$ cat config.mk
export PLATFORM = sky130hd
export DESIGN_NAME = fifo_ready_ctrl
export DESIGN_NICKNAME = d
export VERILOG_FILES = /design/src/rtl/fifo_rdy_pkg.sv /design/src/rtl/rdy_fifo.sv /design/src/rtl/rdy_pin_logic.sv /design/src/rtl/fifo_ready_ctrl.sv
export SDC_FILE = /design/constraint.sdc
export NUM_CORES = 2
export LEC_CHECK = 0
export CAP_MARGIN = 20
export CORE_MARGIN = 1.5
export CORE_UTILIZATION = 50
export DETAILED_ROUTE_END_ITERATION = 16
export DONT_BUFFER_PORTS = 1
export PLACE_DENSITY = 0.63
export SLEW_MARGIN = 20
export SYNTH_ARGS = -nofsm -noshare
export SYNTH_HDL_FRONTEND = slang
export SYNTH_SLANG_ARGS = --single-unit
$ cat constraint.sdc
create_clock -name clk -period 3.7 [get_ports clk]
set_clock_uncertainty 0.05 [all_clocks]
set_input_delay 0.925 -clock clk [delete_from_list [all_inputs] [get_ports clk]]
set_output_delay 0.925 -clock clk [all_outputs]
set_load 0.01 [all_outputs]
$ cat src/rtl/fifo_rdy_pkg.sv
package fifo_rdy_pkg;
    localparam int DEF_DEPTH   = 128;
    localparam int DEF_DW      = 8;
    localparam int CFG_DEEP_BIT  = 0;
    localparam int CFG_BURST_BIT = 3;

    typedef enum logic [1:0] {
        MODE_SINGLE = 2'd0,
        MODE_STREAM = 2'd1,
        MODE_BURST  = 2'd2
    } pin_mode_e;

    function automatic pin_mode_e decode_mode(input logic deep, input logic burst);
        if (!deep)
            return MODE_SINGLE;
        else if (burst)
            return MODE_BURST;
        return MODE_STREAM;
    endfunction
endpackage

$ cat src/rtl/rdy_fifo.sv
module rdy_fifo
    import fifo_rdy_pkg::*;
#(
    parameter int DW    = DEF_DW,
    parameter int DEPTH = DEF_DEPTH,
    localparam int AW   = $clog2(DEPTH),
    localparam int CW   = $clog2(DEPTH + 1)
) (
    input  logic          clk,
    input  logic          rst,
    input  logic          clr,
    input  logic          deep,
    input  logic          push,
    input  logic [DW-1:0] din,
    input  logic          pop,
    output logic [DW-1:0] dout,
    output logic [CW-1:0] count,
    output logic          empty,
    output logic          full
);
    logic [DW-1:0] mem [DEPTH];
    logic [AW-1:0] wr_ptr, rd_ptr;
    logic [CW-1:0] cap;
    logic          push_ok, pop_ok;

    assign cap     = deep ? CW'(DEPTH) : CW'(1);
    assign empty   = (count == '0);
    assign full    = (count >= cap);
    assign pop_ok  = pop && !empty && !clr;
    assign push_ok = push && !clr && (!full || pop_ok);

    always_ff @(posedge clk) begin
        if (push_ok)
            mem[wr_ptr] <= din;
    end

    always_ff @(posedge clk) begin
        if (rst) begin
            wr_ptr <= '0;
            rd_ptr <= '0;
            count  <= '0;
            dout   <= '0;
        end else if (clr) begin
            wr_ptr <= '0;
            rd_ptr <= '0;
            count  <= '0;
        end else begin
            if (push_ok)
                wr_ptr <= (wr_ptr == AW'(DEPTH - 1)) ? '0 : wr_ptr + AW'(1);
            if (pop_ok) begin
                rd_ptr <= (rd_ptr == AW'(DEPTH - 1)) ? '0 : rd_ptr + AW'(1);
                dout   <= mem[rd_ptr];
            end
            case ({push_ok, pop_ok})
                2'b10:   count <= count + CW'(1);
                2'b01:   count <= count - CW'(1);
                default: count <= count;
            endcase
        end
    end

    // never above the physical depth
    p_no_overflow_r1: assert property (@(posedge clk) disable iff (rst)
        count <= CW'(DEPTH));
    // push into a full queue is dropped
    p_full_push_r1: assert property (@(posedge clk) disable iff (rst)
        (full && push && !pop && !clr) |=> $stable(count));
    // pop from empty changes nothing
    p_empty_pop_r2: assert property (@(posedge clk) disable iff (rst)
        (empty && pop && !push && !clr) |=> (empty && $stable(dout)));
    // balanced push/pop
    p_balanced_r3: assert property (@(posedge clk) disable iff (rst)
        (!empty && push && pop && !clr) |=> $stable(count));
    // clear empties the queue
    p_clear_r11: assert property (@(posedge clk) disable iff (rst)
        clr |=> empty);
endmodule

$ cat src/rtl/rdy_pin_logic.sv
module rdy_pin_logic
    import fifo_rdy_pkg::*;
#(
    parameter int DEPTH = DEF_DEPTH,
    localparam int CW   = $clog2(DEPTH + 1)
) (
    input  logic          clk,
    input  logic          rst,
    input  pin_mode_e     mode,
    input  logic [CW-1:0] rx_cnt,
    input  logic          rx_empty,
    input  logic [CW-1:0] rx_trig,
    input  logic          rx_tmo,
    input  logic          tx_empty,
    input  logic          tx_full,
    output logic          rx_rdy_n,
    output logic          tx_rdy_n
);
    logic rx_nx, tx_nx;

    always_comb begin
        rx_nx = rx_rdy_n;
        tx_nx = tx_rdy_n;
        case (mode)
            MODE_BURST: begin
                if (rx_empty)
                    rx_nx = 1'b1;
                else if ((rx_cnt >= rx_trig) || rx_tmo)
                    rx_nx = 1'b0;
                tx_nx = tx_full;
            end
            default: begin
                rx_nx = rx_empty;
                tx_nx = !tx_empty;
            end
        endcase
    end

    always_ff @(posedge clk) begin
        if (rst) begin
            rx_rdy_n <= 1'b1;
            tx_rdy_n <= 1'b1;
        end else begin
            rx_rdy_n <= rx_nx;
            tx_rdy_n <= tx_nx;
        end
    end

    // per-byte signalling follows occupancy one clock later
    p_rx_follow_r5: assert property (@(posedge clk) disable iff (rst)
        (mode != MODE_BURST) |=> (rx_rdy_n == $past(rx_empty)));
    p_tx_follow_r4: assert property (@(posedge clk) disable iff (rst)
        (mode != MODE_BURST) |=> (tx_rdy_n == !$past(tx_empty)));
    // threshold or timeout asserts the receive pin
    p_rx_assert_r6: assert property (@(posedge clk) disable iff (rst)
        (mode == MODE_BURST && !rx_empty && (rx_cnt >= rx_trig || rx_tmo)) |=> !rx_rdy_n);
    // release only on empty, hold otherwise
    p_rx_release_r7: assert property (@(posedge clk) disable iff (rst)
        (mode == MODE_BURST && rx_empty) |=> rx_rdy_n);
    p_rx_hold_r7: assert property (@(posedge clk) disable iff (rst)
        (mode == MODE_BURST && !rx_empty && rx_cnt < rx_trig && !rx_tmo) |=> $stable(rx_rdy_n));
    // transmit pin tracks full in burst mode
    p_tx_burst_r8: assert property (@(posedge clk) disable iff (rst)
        (mode == MODE_BURST) |=> (tx_rdy_n == $past(tx_full)));
endmodule

$ cat src/rtl/fifo_ready_ctrl.sv
module fifo_ready_ctrl
    import fifo_rdy_pkg::*;
#(
    parameter int DW    = DEF_DW,
    parameter int DEPTH = DEF_DEPTH,
    localparam int CW   = $clog2(DEPTH + 1)
) (
    input  logic          clk,
    input  logic          rst,
    input  logic [7:0]    cfg_word,
    input  logic [CW-1:0] rx_trig,
    input  logic          rx_timeout,
    input  logic          rx_clr,
    input  logic          rx_push,
    input  logic [DW-1:0] rx_din,
    input  logic          rx_pop,
    output logic [DW-1:0] rx_dout,
    input  logic          tx_clr,
    input  logic          tx_push,
    input  logic [DW-1:0] tx_din,
    input  logic          tx_pop,
    output logic [DW-1:0] tx_dout,
    output logic [CW-1:0] rx_count,
    output logic          rx_empty,
    output logic          rx_full,
    output logic [CW-1:0] tx_count,
    output logic          tx_empty,
    output logic          tx_full,
    output logic          rx_rdy_n,
    output logic          tx_rdy_n
);
    pin_mode_e mode;
    logic      deep;
    logic      unused_cfg_bits;

    assign deep            = cfg_word[CFG_DEEP_BIT];
    assign mode            = decode_mode(deep, cfg_word[CFG_BURST_BIT]);
    assign unused_cfg_bits = ^{cfg_word[7:4], cfg_word[2:1]};

    rdy_fifo #(.DW(DW), .DEPTH(DEPTH)) rx_q_i (
        .clk(clk), .rst(rst), .clr(rx_clr), .deep(deep),
        .push(rx_push), .din(rx_din), .pop(rx_pop), .dout(rx_dout),
        .count(rx_count), .empty(rx_empty), .full(rx_full)
    );

    rdy_fifo #(.DW(DW), .DEPTH(DEPTH)) tx_q_i (
        .clk(clk), .rst(rst), .clr(tx_clr), .deep(deep),
        .push(tx_push), .din(tx_din), .pop(tx_pop), .dout(tx_dout),
        .count(tx_count), .empty(tx_empty), .full(tx_full)
    );

    rdy_pin_logic #(.DEPTH(DEPTH)) pins_i (
        .clk(clk), .rst(rst), .mode(mode),
        .rx_cnt(rx_count), .rx_empty(rx_empty), .rx_trig(rx_trig), .rx_tmo(rx_timeout),
        .tx_empty(tx_empty), .tx_full(tx_full),
        .rx_rdy_n(rx_rdy_n), .tx_rdy_n(tx_rdy_n)
    );

    // reset values of the pins and flags
    p_reset_r10: assert property (@(posedge clk)
        $past(rst) |-> (rx_rdy_n && tx_rdy_n && rx_empty && tx_empty));
endmodule

==> impl_metrics.ini <==
[run_status]
outcome = completed

[layout]
post-route-util_pct = 57.6
seq_area_um2 = 62800
multi_input_area_um2 = 18800
fin_nets = 4577
layout_common_cells = 2048 x edfxtp_1, 479 x mux4_2, 417 x buf_4
antenna_cells = 0
area_growth_pct = 14.5
num-fill-cells = 12100
stdcell_count = 6863
final_common_cell = edfxtp_1
drive_gt1_share_pct = 27.1

[grt]
grt_pass1_vias = 41600
grt-ovfl-total = 0
track_usage_pct = 22.4
antenna_found_initial = 2
grt_pass1_wl_mm = 277
grt_max_degree = 129

[hold_path]
min_to = rx_q_i.mem[105][0]
holdPathStages = 0
holdCritPathClass = in2reg
hold_start = rx_din[0]

[clock_tree]
holdBufCountCts = 0
clk_latency_ps = 840
cts_buffer_depth = 3
cts_tree = done
path_clk_slew_ps = 60
post_cts_resized = 0
numCtsBuffers = 209
post_cts_buffers = 0
root_buffer = clkbuf_16
clkSinkCount = 2110
htree_levels = 4

[routing]
drt_first_pass_iters = 5
drt_wl_total_mm = 188
drc = 0
viasPerCell = 5.88
wl_per_cell_um = 27.4
final_antenna_net_count = 0
initialDrtViolationCount = 3698
via_count = 40400

[timing]
worstMarginPinSlew_ps = 959
slew_violations = 0
fmax_ghz = 0.280
fin_crit_sh_pct = 96.5
layout_min_cycle_time_ps = 3570
setup_viol = 0
finalWorstSetupSlack_ps = 131
finalSetupTns_ps = 0
final_hold_viol_count = 0
relSlewSlack_pct = 35.9

[critical_path]
worstPathMaxFanout = 7
crit_arrival_ps = 2590
criticalPathCategory = reg2out
reg2regPathDepth = 12
worstPathRequired_ps = 2720
end_kind = output pin
rrSetupSlack_ps = 360
r2r_end = tx_q_i.count[7]
r2r-start = tx_q_i.count[3]
startpoint_type = flip-flop

[power_and_ir_drop]
sw_frac_of_total_pct = 19.4
seqPwrFrac_pct = 56.1
internal_power_w = 0.0377
ir_drop_mv = 0.488
pwr-share-comb_pct = 0.8
leakage_nw = 29.3
p_per_area_nw_per_um2 = 493
clkPwrFrac_pct = 43.2
p_sw_w = 0.00908

[floorplan]
row_count = 149
dieHeight_um = 410
chipWidth_um = 410
ios = 79
core-area_um2 = 165000
start_util_pct = 50.3
die_area_um2 = 168000

[yosys]
synth_seq_area_share_pct = 75.8
netlist_instances = 4068
ys_ff_latch = 2110
syn_nets = 4139
synth_cell_types = 75
synth-main-ff-cell = edfxtp_1
avgSynthCellArea_um2 = 20.4
async_flop_share_pct = 0
yosysWarnings = 0
syn_area_um2 = 82800
synth_edf_count = 2048

[placed_design]
io_buffers = 0
dp_slack_ps = -112
place_congestion = 0.845
placedCellCount = 6484
dp_hpwl_mm = 114

[job]
drv_cap = 0
cell type report:
cell class                 count  share of cell area [%]
tap                         2189                    2.89
timing repair buffer         457                    4.14
clock inverter               101                   0.937
multi-input combinational   1706                    19.9
inverter                      22                  0.0871
clock buffer                 278                    5.93
sequential                  2110                    66.2
power groups by stage:
stage	clock (W)	combinational, W	sequential, W
after floorplan	0	0.000225	0.0267
after global placement	0	0.000357	0.0267
after detailed placement	0	0.000359	0.0267
after CTS	0.0205	0.000360	0.0262
after global routing	0.0214	0.000378	0.0262
final	0.0202	0.000354	0.0262
cells in the mapped netlist, types with 6 or more instances:
master     number  area [um2]
nand3_1        29         145
o211ai_1        9        67.6
o2111ai_1       8        70.1
or2_2           6        37.5
xor2_1         10        87.6
a41oi_1         7        61.3
nor3b_1         6        45.0
nor2_1        347        1300
dfxtp_1        62        1240
nand2b_1        6        37.5
inv_1          21        78.8
xnor2_1        18         158
mux2_2         19         214
o22ai_1        26         163
ha_1           28         350
nor2b_1        30         188
a211o_1        11        96.3
buf_4          36         270
mux2i_1       207        2070
buf_6           8        90.1
a22oi_1        32         240
mux4_2        479       10800
a21o_1         12        90.1
nand4_1         7        43.8
o221ai_1       20         175
nand2_1        87         327
or3_1           6        37.5
edfxtp_1     2048       61500
a221oi_1       22         193
nor3_1         12        60.1
a21oi_1        65         325
a211oi_1       52         390
buf_1          20        75.1
and2_1         13        81.3
o31ai_1         6        45.0
clkbuf_1       78         293
buf_2          88         440
o21ai_0        55         275
a32o_1          8        80.1
metrics by stage:
step / power, W / cell area [um2] / hold slack (ps)
6_report: 0.0467 / 94900 / 140
5_1_grt: 0.0480 / 94900 / 86.7
4_1_cts: 0.0471 / 94800 / 79.1
3_5_place_dp: 0.0271 / 88300 / 499
3_3_place_gp: 0.0271 / 88300 / 489
2_1_floorplan: 0.0269 / 82800 / 433
kinds of logic (layout without fill, tap and decap cells):
family | after synthesis | in the layout | synth area share, %
XOR/XNOR | 28 | 28 | 0.296
AO/OA/AOI/OAI | 360 | 360 | 3.05
buffers and inverters | 252 | 858 | 1.51
multiplexers | 705 | 705 | 15.8
AND/OR/NAND/NOR | 583 | 583 | 3.13
flip-flops | 2110 | 2110 | 75.8
adder cells (fa/ha/maj) | 30 | 30 | 0.471
state kept, by name (all words and copies together), names as in the netlist:
signal	flops
rx_q_i.wr_ptr	7
rx_q_i.count	8
tx_q_i.mem	1024
rx_q_i.mem	1024
rx_q_i.rd_ptr	7
pins_i.tx_rdy_n	1
tx_q_i.rd_ptr	7
tx_q_i.dout	8
tx_q_i.count	8
rx_q_i.dout	8
tx_q_i.wr_ptr	7
pins_i.rx_rdy_n	1
critical path: stages (launching register included):
cell	delay [ps]
dfxtp_1	390
buf_6	170
inv_1	50
ha_1	260
o41a_1	420
nor2_2	90
buf_4	150
buf_4	170
inv_1	80
worst max path at each step:
stage,slack [ps],to,from,cells after the start
floorplan,190,rx_q_i.mem[117][0],cfg_word[0],10
global placement,-180,tx_q_i.count[7],tx_pop,11
detailed placement,-110,tx_q_i.count[7],tx_pop,11
CTS,20,tx_full,tx_q_i.count[0],8
global route,-1,tx_full,tx_q_i.count[0],8
finish,130,tx_full,tx_q_i.count[0],8
metal layers:
| layer | part of all wire [%] | vias to the layer above | track usage [%] | wire, um |
|---|---|---|---|---|
| li1 | - | 17600 | - | - |
| met5 | 0 | - | 0 | 0 |
| met3 | 5.4 | 325 | 3.74 | 10100 |
| met1 | 40 | 21200 | 29.4 | 75000 |
| met2 | 52 | 1244 | 38.5 | 97000 |
| met4 | 3.0 | 0 | 7.16 | 5620 |
Note: power is estimated with default switching activity, not from simulation.
